File: src/rtl/osd_edge_pkg.sv
package osd_edge_pkg;
  typedef struct packed {
    logic up;
    logic mid;
    logic dn;
  } dot_col_t;

  localparam dot_col_t BLANK_COL = '0;

  typedef enum logic {
    STYLE_BORDER = 1'b0,
    STYLE_SHADOW = 1'b1
  } edge_style_e;
endpackage

File: src/rtl/osd_edge_window.sv
module osd_edge_window
  import osd_edge_pkg::*;
#(
  parameter int LANES = 1
) (
  input  logic                  clk,
  input  logic                  rst_n,
  input  logic                  shift,
  input  logic                  in_sol,
  input  dot_col_t [LANES-1:0]  in_cols,
  output dot_col_t [LANES-1:0]  cur_cols,
  output logic                  cur_vld,
  output dot_col_t              left_col,
  output dot_col_t              right_col
);
  localparam int LAST = LANES - 1;

  dot_col_t [LANES-1:0] cur_q;
  dot_col_t             prev_last_q;
  logic                 cur_sol_q;
  logic                 cur_vld_q;

  always_ff @(posedge clk or negedge rst_n) begin
    if (!rst_n) begin
      cur_q       <= '0;
      prev_last_q <= BLANK_COL;
      cur_sol_q   <= 1'b0;
      cur_vld_q   <= 1'b0;
    end else if (shift) begin
      prev_last_q <= cur_q[LAST];
      cur_q       <= in_cols;
      cur_sol_q   <= in_sol;
      cur_vld_q   <= 1'b1;
    end
  end

  // Neighbours across a line start are treated as blank.
  assign left_col  = cur_sol_q ? BLANK_COL : prev_last_q;
  assign right_col = in_sol    ? BLANK_COL : in_cols[0];
  assign cur_cols  = cur_q;
  assign cur_vld   = cur_vld_q;
endmodule

File: src/rtl/osd_edge_detect.sv
module osd_edge_detect
  import osd_edge_pkg::*;
(
  input  dot_col_t    left_col,
  input  dot_col_t    ctr_col,
  input  dot_col_t    right_col,
  input  logic        en,
  input  edge_style_e style,
  output logic        fg,
  output logic        rim
);
  logic ring_hit;
  logic trail_hit;

  always_comb begin
    ring_hit  = left_col.up | left_col.mid | left_col.dn |
                ctr_col.up  | ctr_col.dn   |
                right_col.up | right_col.mid | right_col.dn;
    trail_hit = left_col.mid | left_col.up | ctr_col.up;
    fg        = ctr_col.mid;
    rim       = en & ~ctr_col.mid &
                ((style == STYLE_SHADOW) ? trail_hit : ring_hit);
  end
endmodule

File: src/rtl/osd_edge_outreg.sv
module osd_edge_outreg #(
  parameter int LANES = 1
) (
  input  logic             clk,
  input  logic             rst_n,
  input  logic             in_fire,
  input  logic             load_vld,
  input  logic [LANES-1:0] fg_d,
  input  logic [LANES-1:0] rim_d,
  input  logic             out_ready,
  output logic             out_valid,
  output logic [LANES-1:0] out_fg,
  output logic [LANES-1:0] out_rim,
  output logic             can_take
);
  always_ff @(posedge clk or negedge rst_n) begin
    if (!rst_n) begin
      out_valid <= 1'b0;
      out_fg    <= '0;
      out_rim   <= '0;
    end else if (in_fire) begin
      out_valid <= load_vld;
      out_fg    <= fg_d;
      out_rim   <= rim_d;
    end else if (out_ready) begin
      out_valid <= 1'b0;
    end
  end

  assign can_take = !out_valid || out_ready;

  assert_hold_when_stalled_R8: assert property (@(posedge clk) disable iff (!rst_n)
    (out_valid && !out_ready) |=> (out_valid && $stable(out_fg) && $stable(out_rim)));

  assert_no_take_when_full_R8: assert property (@(posedge clk) disable iff (!rst_n)
    (out_valid && !out_ready) |-> !can_take);

  assert_no_early_result_R7: assert property (@(posedge clk) disable iff (!rst_n)
    (in_fire && !load_vld) |=> !out_valid);
endmodule

File: src/rtl/osd_edge_gen.sv
module osd_edge_gen
  import osd_edge_pkg::*;
#(
  parameter int LANES = 1
) (
  input  logic             clk,
  input  logic             rst_n,
  input  logic             edge_en,
  input  logic             edge_style,
  input  logic             in_valid,
  output logic             in_ready,
  input  logic             in_sol,
  input  logic [LANES-1:0] in_up,
  input  logic [LANES-1:0] in_mid,
  input  logic [LANES-1:0] in_dn,
  output logic             out_valid,
  input  logic             out_ready,
  output logic [LANES-1:0] out_fg,
  output logic [LANES-1:0] out_edge
);
  localparam int LAST = LANES - 1;

  dot_col_t [LANES-1:0] in_cols;
  dot_col_t [LANES-1:0] cur_cols;
  dot_col_t             left_col;
  dot_col_t             right_col;
  logic                 cur_vld;
  logic                 in_fire;
  logic [LANES-1:0]     fg_d;
  logic [LANES-1:0]     rim_d;
  logic [LANES-1:0]     cur_mid;
  edge_style_e          style;

  assign style   = edge_style_e'(edge_style);
  assign in_fire = in_valid && in_ready;

  for (genvar i = 0; i < LANES; i++) begin : g_pack
    assign in_cols[i].up  = in_up[i];
    assign in_cols[i].mid = in_mid[i];
    assign in_cols[i].dn  = in_dn[i];
    assign cur_mid[i]     = cur_cols[i].mid;
  end

  osd_edge_window #(.LANES(LANES)) u_window (
    .clk       (clk),
    .rst_n     (rst_n),
    .shift     (in_fire),
    .in_sol    (in_sol),
    .in_cols   (in_cols),
    .cur_cols  (cur_cols),
    .cur_vld   (cur_vld),
    .left_col  (left_col),
    .right_col (right_col)
  );

  // Lane 0 is leftmost; outer lanes borrow neighbours from adjacent beats.
  for (genvar i = 0; i < LANES; i++) begin : g_lane
    dot_col_t lnb;
    dot_col_t rnb;
    if (i == 0) begin : g_lft_edge
      assign lnb = left_col;
    end else begin : g_lft_in
      assign lnb = cur_cols[i-1];
    end
    if (i == LAST) begin : g_rgt_edge
      assign rnb = right_col;
    end else begin : g_rgt_in
      assign rnb = cur_cols[i+1];
    end
    osd_edge_detect u_det (
      .left_col  (lnb),
      .ctr_col   (cur_cols[i]),
      .right_col (rnb),
      .en        (edge_en),
      .style     (style),
      .fg        (fg_d[i]),
      .rim       (rim_d[i])
    );
  end

  osd_edge_outreg #(.LANES(LANES)) u_out (
    .clk       (clk),
    .rst_n     (rst_n),
    .in_fire   (in_fire),
    .load_vld  (cur_vld),
    .fg_d      (fg_d),
    .rim_d     (rim_d),
    .out_ready (out_ready),
    .out_valid (out_valid),
    .out_fg    (out_fg),
    .out_rim   (out_edge),
    .can_take  (in_ready)
  );

  assert_edge_off_disabled_R5: assert property (@(posedge clk) disable iff (!rst_n)
    (in_fire && !edge_en) |=> (out_edge == '0));

  assert_fg_tracks_centre_R2: assert property (@(posedge clk) disable iff (!rst_n)
    (in_fire && cur_vld) |=> (out_fg == $past(cur_mid)));

  assert_fg_over_edge_R6: assert property (@(posedge clk) disable iff (!rst_n)
    out_valid |-> ((out_fg & out_edge) == '0));
endmodule

File: config.mk
export PLATFORM = sky130hd
export DESIGN_NAME = osd_edge_gen
export DESIGN_NICKNAME = d
export VERILOG_FILES = /design/src/rtl/osd_edge_pkg.sv /design/src/rtl/osd_edge_window.sv /design/src/rtl/osd_edge_detect.sv /design/src/rtl/osd_edge_outreg.sv /design/src/rtl/osd_edge_gen.sv
export SDC_FILE = /design/constraint.sdc
export NUM_CORES = 1
export LEC_CHECK = 0
export ABC_AREA = 1
export BUFFER_PORTS_ARGS = -buffer_cell sky130_fd_sc_hd__buf_2
export CORE_MARGIN = 2
export CORE_UTILIZATION = 30
export DETAILED_ROUTE_END_ITERATION = 8
export PLACE_DENSITY = 0.5
export SKIP_CTS_REPAIR_TIMING = 1
export SYNTH_ARGS = -nofsm -noshare
export SYNTH_HDL_FRONTEND = slang
export SYNTH_SLANG_ARGS = --single-unit
File: constraint.sdc
create_clock -name clk -period 1.4 [get_ports clk]
set_input_delay 0 -clock clk [delete_from_list [all_inputs] [get_ports clk]]
set_output_delay 0 -clock clk [all_outputs]
set_load 0.005 [all_outputs]
# Word level (Yosys, flattened, before mapping)
# Index checks and enable logic that the tools add are counted.
[op_classes]
muxes = 5
bitwise_logic = 11
n_reduce_logical = 4
[op_table]
columns = ["cell", "n"]
rows = [
  ["$or 1x1->1", 8],
  ["$mux 3", 2],
  ["$mux 1", 3],
  ["$and 1x1->1", 2],
  ["$reduce_bool 2->1", 1],
  ["$logic_and 1x1->1", 1],
  ["$logic_not 1->1", 1],
  ["$logic_or 1x1->1", 1],
  ["$not 1->1", 1],
]
[word_totals]
register_bits = 10
output_inout_bits = 4
elab_cells = 30

# Logic depth before layout (Yosys ltp)
# Gate-level depths: netlist of the first run.
[depth]
ltp_word = 10
depth_mapped = 8
mapped_depth_nobuf = 8

# Cells and area by module
# A second synthesis of the first run with hierarchy kept.
[unflattened]
hier_cells = 72
hier_area_um2 = 533.0
[by_module_without_submodules]
columns = ["mod", "n_inst", "cells_per_inst", "area_per_inst_um2", "seq_area_each_um2"]
rows = [
  ["osd_edge_window", 1, 44, 345.3, 200.2],
  ["osd_edge_outreg", 1, 15, 122.6, 75.1],
  ["osd_edge_detect", 1, 11, 57.6, 0.0],
  ["osd_edge_gen", 1, 2, 7.5, 0.0],
]

# Worst setup path after synthesis of the first run
# Ideal clock, no wire load.
[synth_path]
path_type = "reg-to-reg"
startpoint = "reg u_out.out_valid"
endpoint = "reg u_window.cur_q (netlist bit u_window.cur_cols[1])"
setup_time_ps = 125
t_arrival_ps = 875
path_slack_ps = 400
path_stages_with_launch = 4
path_buffers = 0
period_less_slack_ps = 1000
path_cell_list = "dfrtp_1 nand2_4 nand2_8 mux2_4"
[synth_between]
elab_chain_len = 3
[synth_lines]
columns = ["item", "line", "rtl"]
rows = [
  ["start: declaration", "osd_edge_outreg.sv:11", "output logic out_valid,"],
  ["start signal: assignment", "osd_edge_outreg.sv:22", "out_valid <= load_vld;"],
  ["$logic_not 1->1", "osd_edge_outreg.sv:30", "assign can_take = !out_valid || out_ready;"],
  ["$logic_or 1x1->1", "osd_edge_outreg.sv:30", ""],
  ["via in_ready", "osd_edge_gen.sv:11", "output logic in_ready,"],
  ["$logic_and 1x1->1", "osd_edge_gen.sv:35", "assign in_fire = in_valid && in_ready;"],
  ["end signal: assignment", "osd_edge_window.sv:31", "cur_q <= in_cols;"],
  ["end: declaration", "osd_edge_window.sv:18", "dot_col_t [LANES-1:0] cur_q;"],
]
# The timed path passes the listed nets, and every way through them passes these cells.
# A chain may end at the register's enable or synchronous reset.

# Worst setup path after layout of the first run
[layout_path]
startpoint = "reg u_out.out_valid"
endpoint = "reg u_window.cur_q (netlist bit u_window.cur_cols[1])"
[layout_between]
elab_chain_len = 3
[layout_lines]
columns = ["item", "line"]
rows = [
  ["$logic_not 1->1", "osd_edge_outreg.sv:30"],
  ["$logic_or 1x1->1", "osd_edge_outreg.sv:30"],
  ["$logic_and 1x1->1", "osd_edge_gen.sv:35"],
]
# Every way passes these cells.

==> summary.md, run 1 <==
The run finished, with violations left. The checks that failed: hold timing. The fraction of synthesized cell area taken by the top area cell type is 0.512, and the number of standard-cell rows in the floorplan is 14.

The run gives 277 as the via count of the first global-routing pass. The final worst-path cycle share was 0.737. Before antenna repair, the detailed router went through 2 iterations. The run gives 0 ns as the setup TNS after final layout. The floorplan die height works out to 44.4 um. The maximum fanout along the worst path is 15, and the clock latency reported for the late side of the worst-skew pair is 0.27 ns.

The run gives 0.00365 ns as the worst setup skew after layout. Yosys mapped the design onto 15 distinct sky130hd cell types. The count of nets left with antenna violations once routing finished came out at 0.

The synthesized instance count is 47. For the aggregate routed wire length, the log shows 750 um. The final hold violation count was 1.

The worst-case IR drop observed on VDD is 0.000707 V. The total of buffers placed on input and output ports works out to 13. The core region is 1520 um^2. The die width came out at 44.4 um. Each instance of the synthesized netlist takes up on average 10.4 um^2.

The average detailed-routed wire length per instance came out at 9.15 um. TritonCTS built the clock tree. Entering global routing, the biggest net connects 16 pins. Setup repair after global routing left no endpoint under its margin. Critical path class: flop to flop. Largest area contributor in the synthesized netlist: sky130_fd_sc_hd__dfrtp_1.

In the post-synthesis netlist, the cell with the most instances is sky130_fd_sc_hd__nand2_1. At the placement stage, the worst setup path has a slack of 0.362 ns. The final setup slack of the worst path is 0.368 ns. For the number of levels the H-tree was split into, the log shows 1. The logs give 142 for the layout filler cell count and 0 for the overall overflow remaining after global route. After synthesis the cells add up to 489 um^2. Final hold slack: -0.00305 ns.

The number of max-cap violations was 0. The commonest cells after synthesis are sky130_fd_sc_hd__nand2_1, sky130_fd_sc_hd__dfrtp_1, sky130_fd_sc_hd__inv_1. The floorplan step defined a die boundary enclosing 1970 um^2. The layout cell share with drive strength beyond 1 was 0.424. The number of antenna violations at the first check in global routing was 0; the average vias per placed instance was 3.94. The total count of max-transition violations in the final report was 0. After synthesis, the cell types taking the most area are sky130_fd_sc_hd__dfrtp_1, sky130_fd_sc_hd__mux2_4, sky130_fd_sc_hd__nand2_1, sky130_fd_sc_hd__inv_1, sky130_fd_sc_hd__nand2_8. The max-slew headroom at the worst pin was 0.852; the number of clock buffers inserted by TritonCTS was 3. The maximum count of clock buffers along a single path was 2.

In this run, synthesis inferred 0 flip-flops with an integrated enable. The achievable frequency is 969 MHz, and the number of nets in the final layout is 77. The global placer's final weighted congestion is 0.678, and the synthesis-stage register bit count is 10.

The post-synthesis sequential area ratio was 0.512; the clock-pin slew of the registers on the worst-case setup and hold paths was 0.07 ns. The number of clock sinks seen by CTS was 10. Setup violations remaining at the end of the flow were counted as 0. At the pin with the least slew margin, the transition time is 0.222 ns. STA classifies the critical path endpoint as a flop. The minimum clock period after layout came out at 1.03 ns. The Yosys step of the flow raised 0 warnings. Once placement finished, the instance area stood at 559 um^2. The data arrival time of the critical path was 1.19 ns; the layout overhead on the synthesized area was 27.9%. The first global-routing pass estimated 1190 um of wire.

The predominant post-synthesis flop cell is sky130_fd_sc_hd__dfrtp_1. The repair_antennas step left the layout with diodes totalling 0. The path category of the worst min-delay check was input port to flop. For the final design area excluding fillers, the log shows 626 um^2. The sum of net half-perimeters after detailed placement was 571 um; the global router's overall resource usage was 0.0901. The share of flip-flops with an asynchronous set or reset was 1.00.

The cell sitting at the root of the clock tree is a sky130_fd_sc_hd__clkbuf_4. Summed over all cells, the static leakage comes to 0.000333 uW. Counting every net in the synthesized netlist gives 57. The via count of the routed design is 323. The startpoint kind of the worst setup timing path is a flop.

At the worst endpoint, the required time is 1.56 ns. The effective utilization at floorplan came out at 0.321. For the detailed-route DRC error count, the log shows 0. Dividing total power by cell area gives a power density of 1230 nW/um^2.

The violation count after the first detailed-routing iteration is 2. The run gives 14 as the number of placed I/O pins.
## stage by stage
step	total power (uW)	utilization	instances	hold slack, ns
2_1_floorplan	466	-	47	-0.296
3_3_place_gp	509	0.367	75	-0.122
3_5_place_dp	511	0.367	75	-0.123
4_1_cts	773	0.391	79	-0.418
5_1_grt	819	0.411	82	0.00466
6_report	768	0.411	82	-0.00305
## cells in the final DEF, fill, tap and decap left out, types with 2 or more instances in the layout
cell	netlist	final
sky130_fd_sc_hd__inv_1	7	7
sky130_fd_sc_hd__clkbuf_4	0	3
sky130_fd_sc_hd__nand2_1	12	12
sky130_fd_sc_hd__mux2_4	3	3
sky130_fd_sc_hd__nor2_1	2	2
sky130_fd_sc_hd__dlygate4sd3_1	0	3
sky130_fd_sc_hd__a21oi_1	2	2
sky130_fd_sc_hd__a21oi_2	2	2
sky130_fd_sc_hd__dfrtp_1	10	10
sky130_fd_sc_hd__buf_2	0	13
sky130_fd_sc_hd__o21ai_1	2	2
## registers in the layout, summed over array words and instances, names as in the netlist
signal                flops
u_window.cur_cols         3
u_window.cur_sol_q        1
u_out.out_rim             1
u_out.out_valid           1
u_window.prev_last_q      3
u_window.cur_vld          1
## area by class of cell
cell class              count  area (um^2)  share of cell area
flip-flops and latches     10          250               0.400
well taps                  16         20.0              0.0320
inverters                   8         30.0              0.0480
repair buffers             16         95.1               0.152
clock buffers               4         36.3              0.0580
multi-input cells          28          194               0.310
## worst paths after layout
path,startpoint,end,slack (ns),cells after the start
worst max-delay path,u_out.out_valid$_DFFE_PN0P_,u_window.cur_cols[1]$_DFFE_PN0P_,0.37,3
worst max register to register,u_out.out_valid$_DFFE_PN0P_,u_window.cur_cols[1]$_DFFE_PN0P_,0.37,3
worst min-delay path,in_sol,u_window.cur_sol_q$_DFFE_PN0P_,-0.003,3
worst min register to register,u_window.cur_vld$_DFFE_PN0P_,u_window.cur_vld$_DFFE_PN0P_,0.47,2
max in group asynchronous,rst_n,u_out.out_valid$_DFFE_PN0P_,1.10,2
min in group asynchronous,rst_n,u_window.cur_cols[2]$_DFFE_PN0P_,0.12,2
## logic make-up after synthesis
family | share of synthesized area
simple gates | 0.210
flops | 0.512
buf+inv | 0.0921
compound gates | 0.0946
mux | 0.0921
## per-layer routing
| layer | share of wire | routed length [um] | track usage |
|---|---|---|---|
| met5 | 0 | 0 | 0 |
| met3 | 0.073 | 55 | 0.0531 |
| met2 | 0.35 | 265 | 0.0941 |
| met4 | 0.017 | 13 | 0.0727 |
| met1 | 0.55 | 415 | 0.125 |
## power by group
| group | leakage (uW) | switching, uW | internal, uW |
|---|---|---|---|
| clock | 0.0000210 | 102 | 158 |
| combinational | 0.000196 | 71.1 | 79.6 |
| sequential | 0.000116 | 26.4 | 331 |
## critical path, cell delays in order (launching register included)
cell,delay [ns]
sky130_fd_sc_hd__dfrtp_1,0.40
sky130_fd_sc_hd__nand2_4,0.11
sky130_fd_sc_hd__nand2_8,0.10
sky130_fd_sc_hd__mux2_4,0.31
(Power assumes the default switching activity.)
==> inputs of run 2 (changes only) <==
- PLACE_DENSITY: 0.5 -> 0.52
- clock period: 1.4 -> 0.9 ns (I/O delays scaled with it)
==> run 2 against run 1 <==
The flow finishes with violations (hold timing, setup timing). Final area up 8.0%. Sequential power is 57% higher. Register-to-register slack worse by 0.46 ns. Non-clock buffer count increased by 7. Global-route usage is 2.3 points higher. Clock-buffer cell count shrank 1. Utilization rose by 3.3 points. Flip-flop and latch count is the same. Hold slack worse by 0.0021 ns. Wire length is 10% higher. Via count grew 12%. Die area did not move.
==> summary.md, run 2 (same netlist as run 1, synthesis figures left out) <==
The flow ran to the end, but the final reports show violations. The final reports fail on hold timing, setup timing. The die width is 44.4 um (unchanged). The leading cell type in the layout, fill and taps excluded was sky130_fd_sc_hd__buf_2. The total power consumption of the routed design was 1160 uW (+51%); the critical path depth in cells was 3 (unchanged).

The power density over the cells came out at 1720 nW/um^2 (+40%). The logs give 0.26 ns (about the same) for the clock latency reported for the late side of the worst-skew pair and 363 (+31%) for the via count of the first global-routing pass. The aggregate routed wire length is 826 um (+10%), and the share of total power in combinational logic is 0.252 (+0.056). The area of the placeable core is 1520 um^2 (unchanged), and the overall overflow remaining after global route is 0 (unchanged). For the met3 track utilization from global routing, the log shows 0.0367 (-0.0163).

The final worst-path cycle share came out at 1.10 (+0.360). The layout cell share with drive strength beyond 1 came out at 0.500 (+0.0758). The minimum clock period after layout was 0.988 ns (-0.0443 ns). STA classifies the critical path startpoint as a flop. In this run the clock root is driven by a sky130_fd_sc_hd__clkbuf_4. The largest individual stage delay along the critical path comes from the cell sky130_fd_sc_hd__dfrtp_1. The run gives 1 (-1) as the violation count after the first detailed-routing iteration. The logs give 1.14 ns (-0.05 ns) for the data arrival time of the critical path and 10 (unchanged) for the number of clock sinks seen by CTS. The final-report setup violation count came out at 8 (+8). The worst slack after detailed placement was -0.0900 ns (-0.452 ns); the longest individual stage delay on the worst path was 0.41 ns (about the same).

The final hold slack was -0.00515 ns (-0.00210 ns); the number of diodes was 0 (unchanged). The floorplan die height was 44.4 um (unchanged). The final hold violation count is 2 (+1), and the met2 routing resource usage after global routing is 0.135 (+0.0412). Length of the first detailed-routing pass in iterations: 2 (unchanged). The effective utilization at floorplan was 0.321 (unchanged); the global placer's final weighted congestion was 0.685 (+1.1%). STA classifies the critical path endpoint as a flop. Worst setup skew after layout: 0.000502 ns (-0.00315 ns). The layout overhead on the synthesized area is 38.1%.

The cell depth of the worst flop-to-flop path came out at 3 (unchanged). The die area came out at 1970 um^2 (unchanged). The pin slew with the least headroom to its limit is 0.238 ns (+0.0153 ns), and the number of levels the H-tree was split into is 1 (unchanged). TritonCTS built the clock tree.

Leaving out fill and tap cells, the most frequent cells in the layout are sky130_fd_sc_hd__buf_2, sky130_fd_sc_hd__nand2_1, sky130_fd_sc_hd__dfrtp_1, sky130_fd_sc_hd__inv_1, sky130_fd_sc_hd__buf_4. The via count of the routed design was 363 (+12%). Sum of net half-perimeters after detailed placement: 641 um (+12%). The clock-pin slew of the registers on the worst-case setup and hold paths is 0.06 ns (about the same). The tools report the cell-internal power as 841 uW (+48%). The number of placed I/O pins is 14 (unchanged), and the number of max-cap violations is 0 (unchanged). The average detailed-routed wire length per instance was 9.39 um (+2.6%).

The total of buffers placed on input and output ports works out to 13 (unchanged). The logs give 84 (+9.1%) for the number of nets in the final layout and 0.113 (+0.0226) for the global router's overall resource usage. The tools report the number of nets with antenna violations after detailed routing as 0 (unchanged).

The maximum count of clock buffers along a single path came out at 2 (unchanged). The run gives 3 (unchanged) as the number of clock buffers inserted by TritonCTS. The average vias per placed instance came out at 4.13 (+4.7%). The run gives 0.000999 V (+41%) as the largest voltage drop on the vdd net. The net switching share of the total power was 0.276 (+0.0162); the number of antenna violations at the first check in global routing was 0 (unchanged). The required time of the worst setup path was 1.05 ns (-0.51 ns); the maximum fanout along the worst path was 9 (-6). Walking the worst path, the cells encountered are nand2_4 > nand2_8 > mux2_4. The met1 track demand over resource is 0.160 (+0.0352), and the sequential cell fraction of total power is 0.485 (+0.019).

The wire length of the first global-routing pass was 1520 um (+28%). The critical path class is flop to flop. The number of standard-cell rows in the floorplan is 14 (unchanged). Setup repair after global routing could not meet its margin everywhere. The net switching power of the design is 320 uW (+61%).

The tools report the layout filler cell count as 156 (+9.9%). For the setup TNS after final layout, the log shows -0.473 ns (-0.473 ns). After global routing, the most crowded layer is met1. For the maximum number of pins on one net before global-route repair, the log shows 11 (-5).

The max-slew headroom at the worst pin was 0.841 (-0.0102); the clock group share of total power was 0.263 (-0.075). The logs give 0.000359 uW (+8.0%) for the leakage component of the power and 1010 MHz (+4.5%) for the achievable frequency. The number of stages on the worst hold path was 3 (unchanged); the final setup slack of the worst path was -0.0881 ns (-0.456 ns).

The sum of buffers and inverters on the critical path works out to 0 (unchanged). For the detailed-route DRC error count, the log shows 0 (unchanged). Cell family with the largest share of critical-path delay: flip-flops. For the total count of max-transition violations in the final report, the log shows 0 (unchanged). The tightest min-delay check is of the input port to flop type.
[run 2: worst paths after layout]
kind / endpoint / startpoint / slack, ns
max in group asynchronous: u_window.prev_last_q[1]$_DFFE_PN0P_ / rst_n / 0.58
min: u_window.cur_cols[0]$_DFFE_PN0P_ / in_dn / -0.005
min in group asynchronous: u_out.out_rim$_DFFE_PN0P_ / rst_n / 0.12
min reg2reg: u_window.cur_vld$_DFFE_PN0P_ / u_window.cur_vld$_DFFE_PN0P_ / 0.47
max reg2reg: u_window.prev_last_q[0]$_DFFE_PN0P_ / u_out.out_valid$_DFFE_PN0P_ / -0.09
max: u_window.prev_last_q[0]$_DFFE_PN0P_ / u_out.out_valid$_DFFE_PN0P_ / -0.09
[run 2: area by class of cell]
cell class | count | area (um^2) | share of cell area
timing repair buffer | 23 | 151 | 0.224
inverter | 8 | 30.0 | 0.0444
sequential | 10 | 250 | 0.370
tap | 16 | 20.0 | 0.0296
clock buffer | 3 | 22.5 | 0.0333
multi-input combinational | 28 | 201 | 0.298
[run 2: through the flow]
step                      instances  hold slack, ns   util  cell area [um^2]
after detailed placement         82          -0.120  0.406               619
after global placement           82          -0.121  0.406               619
after global routing             88          0.0240  0.443               676
after floorplan                  47          -0.296      -               497
final                            88        -0.00515  0.443               676
after CTS                        85          -0.406  0.421               642
[run 2: layer usage]
layer,share of wire,vias to the layer above
li1,-,195
met1,0.48,158
met2,0.46,8
met3,0.045,2
met4,0.015,0
met5,0,-
[run 2: worst register-to-register path: cells and delay by family (launching register included)]
kind,cells,cell delay [ns]
flops,1,0.41
mux,1,0.30
simple gates,2,0.18
[run 2: power groups by stage]
stage / Combinational [uW] / Sequential, uW / Clock, uW
final: 293 / 563 / 305
after detailed placement: 287 / 570 / 0
after CTS: 288 / 562 / 310
after floorplan: 169 / 564 / 0
after global placement: 284 / 566 / 0
after global routing: 333 / 570 / 333
==> inputs of run 3 (changes only) <==
- PLACE_DENSITY: 0.52 -> 0.5
- clock period: 0.9 -> 1.2 ns (I/O delays scaled with it)
==> run 3 against run 2 <==
The flow finishes with violations (hold timing). Final cell count fell by 6.8%. Via count down 8.8%. Critical path depth stayed put. Sequential power is 26% lower. Critical endpoint is now u_window.cur_cols[2]$_DFFE_PN0P_. Highest routed layer unchanged.
==> summary.md, run 3 (same netlist as run 1, synthesis figures left out) <==
The area occupied by multi-input gates was 194 um^2 (-3.7%). The length of the first detailed-routing pass in iterations is 2 (unchanged), and the aggregate routed wire length is 788 um (-4.6%). The average detailed-routed wire length per instance is 9.61 um (+2.4%). The run gives 0.00511 ns (+0.00461 ns) as the worst setup skew after layout. The leakage component of the power is 0.000333 uW (-7.4%), and the number of diodes is 0 (unchanged). Largest voltage drop on the vdd net: 0.000835 V (-16%). Clock group share of total power: 0.336 (+0.073). Among cell families on the critical path, the largest total delay comes from flip-flops. The clock latency reported for the late side of the worst-skew pair is 0.27 ns (about the same), and the sum of buffers and inverters on the critical path is 0 (unchanged). Setup repair after global routing left no endpoint under its margin. TritonCTS built the clock tree. The run gives 0.321 (unchanged) as the effective utilization at floorplan. Final hold slack: -0.00213 ns (+0.00302 ns). The pin slew with the least headroom to its limit came out at 0.231 ns (-0.00670 ns).

The total of buffers placed on input and output ports was 13 (unchanged); the clock-pin slew of the registers on the worst-case setup and hold paths was 0.07 ns (about the same). The number of max-cap violations is 0 (unchanged), and the register area is 250 um^2 (unchanged). The average vias per placed instance was 4.04 (-2.1%); the layout cell share with drive strength beyond 1 was 0.424 (-0.0758). For the sequential cell fraction of total power, the log shows 0.466 (-0.019).

The run gives 0 (unchanged) as the total count of max-transition violations in the final report. Area of the placeable core: 1520 um^2 (unchanged). The number of levels the H-tree was split into is 1 (unchanged), and the number of placed I/O pins is 14 (unchanged).

The layout filler cell count is 152 (-2.6%), and the number of clock buffers inserted by TritonCTS is 3 (unchanged). For the final design area excluding fillers, the log shows 626 um^2 (-7.4%). The tools report the final hold violation count as 1 (-1). The path class of the tightest hold or removal check is input port to flop. The longest individual stage delay on the worst path was 0.40 ns (about the same); the setup slack of the most critical reg-to-reg path was 0.17 ns (+0.26 ns). Startpoint kind of the worst setup timing path: a flop. The global placer's final weighted congestion came out at 0.677 (-1.2%).

The die area is 1970 um^2 (unchanged), and the die width is 44.4 um (unchanged). Core utilization of the finished layout: 0.411 (-0.0328). The flow ran to the end, but the final reports show violations. The detailed-route DRC error count was 0 (unchanged); the global router's overall resource usage was 0.101 (-0.0114).

The floorplan die height was 44.4 um (unchanged). The run gives 598 um (-6.7%) as the sum of net half-perimeters after detailed placement. The setup TNS after final layout is 0 ns (+0.473 ns), and the minimum clock period after layout is 1.03 ns (+0.0431 ns). The cell area reported after detailed placement is 559 um^2 (-9.7%), and the required time of the worst setup path is 1.36 ns (+0.31 ns). The net switching share of the total power works out to 0.260 (-0.0159).

The run gives 664 uW (-21%) as the cell-internal power. The number of standard-cell rows in the floorplan was 14 (unchanged). The critical path goes through nand2_4 > nand2_8 > mux2_4.

The run gives 0.198 (-0.054) as the share of total power in combinational logic. Max-slew headroom at the worst pin: 0.846 (+0.00447). The number of clock sinks seen by CTS is 10 (unchanged), and the number of antenna violations at the first check in global routing is 0 (unchanged). The violation count after the first detailed-routing iteration came out at 3 (+2).

The critical path class is flop to flop. The final reports fail on hold timing. The logs give 1340 um (-12%) for the wire length of the first global-routing pass and 970 MHz (-4.2%) for the achievable frequency. The tools report the via count of the first global-routing pass as 327 (-9.9%). The library cell used most frequently in the layout, excluding fill and tap cells, is sky130_fd_sc_hd__buf_2. The number of nets with antenna violations after detailed routing was 0 (unchanged); the overall overflow remaining after global route was 0 (unchanged). The net switching power of the design was 233 uW (-27%); the maximum count of clock buffers along a single path was 2 (unchanged).

STA classifies the critical path endpoint as a flop. The slowest stage of the critical path is the sky130_fd_sc_hd__dfrtp_1 cell. The power density over the cells is 1430 nW/um^2 (-17%). The data arrival time of the critical path came out at 1.19 ns (+0.05 ns). Final-report setup violation count: 0 (-8). The tools report the buffer cell driving the clock tree root as sky130_fd_sc_hd__clkbuf_4.

The layout overhead on the synthesized area was 27.9%; the number of nets in the final layout was 77 (-8.3%). The maximum fanout along the worst path came out at 15 (+6). The library cells used most frequently in the layout, excluding fill and tap cells, are sky130_fd_sc_hd__buf_2, sky130_fd_sc_hd__nand2_1, sky130_fd_sc_hd__dfrtp_1, sky130_fd_sc_hd__inv_1.

The final worst-path cycle share works out to 0.859 (-0.239). The logs give 331 (-8.8%) for the via count of the routed design and 16 (+5) for the maximum number of pins on one net before global-route repair.
-- run 3: final cells by class --
type                    instances  share of cell area
multi-input cells              28               0.310
inverters                       8              0.0480
repair buffers                 16               0.152
flip-flops and latches         10               0.400
clock buffers                   4              0.0580
well taps                      16              0.0320
-- run 3: path summary, 6_finish.rpt --
path                                              startpoint                                to  cells after the start
worst max-delay path             u_out.out_valid$_DFFE_PN0P_  u_window.cur_cols[2]$_DFFE_PN0P_                      3
worst min-delay path                                  in_sol    u_window.cur_sol_q$_DFFE_PN0P_                      3
worst max register to register   u_out.out_valid$_DFFE_PN0P_  u_window.cur_cols[2]$_DFFE_PN0P_                      3
worst min register to register  u_window.cur_vld$_DFFE_PN0P_      u_window.cur_vld$_DFFE_PN0P_                      2
max in group asynchronous                              rst_n       u_out.out_valid$_DFFE_PN0P_                      2
min in group asynchronous                              rst_n  u_window.cur_cols[2]$_DFFE_PN0P_                      2
-- run 3: stage by stage --
stage / hold slack, ns / cells / setup slack [ns] / total power, uW
floorplan: -0.296 / 47 / 0.200 / 543
global placement: -0.122 / 75 / 0.176 / 593
detailed placement: -0.121 / 75 / 0.161 / 597
CTS: -0.414 / 79 / 0.160 / 903
global route: 0.00635 / 82 / 0.128 / 958
finish: -0.00213 / 82 / 0.169 / 897
-- run 3: metal layers --
layer	up-vias	routed length (um)	global-route usage
met5	-	0	0
met4	0	14	0.0727
met3	2	52	0.0490
met2	13	300	0.126
met1	134	420	0.133
li1	182	-	-
-- run 3: power groups by stage --
stage	clock [uW]	combinational, uW	sequential [uW]
after CTS	312	174	417
after global placement	0	171	422
after global routing	338	197	424
after detailed placement	0	173	424
final	301	178	418
after floorplan	0	123	421
-- run 3: worst min-delay path: stages --
cell                      delay, ns
sky130_fd_sc_hd__buf_2         0.09
sky130_fd_sc_hd__inv_1         0.06
sky130_fd_sc_hd__o21ai_1       0.07
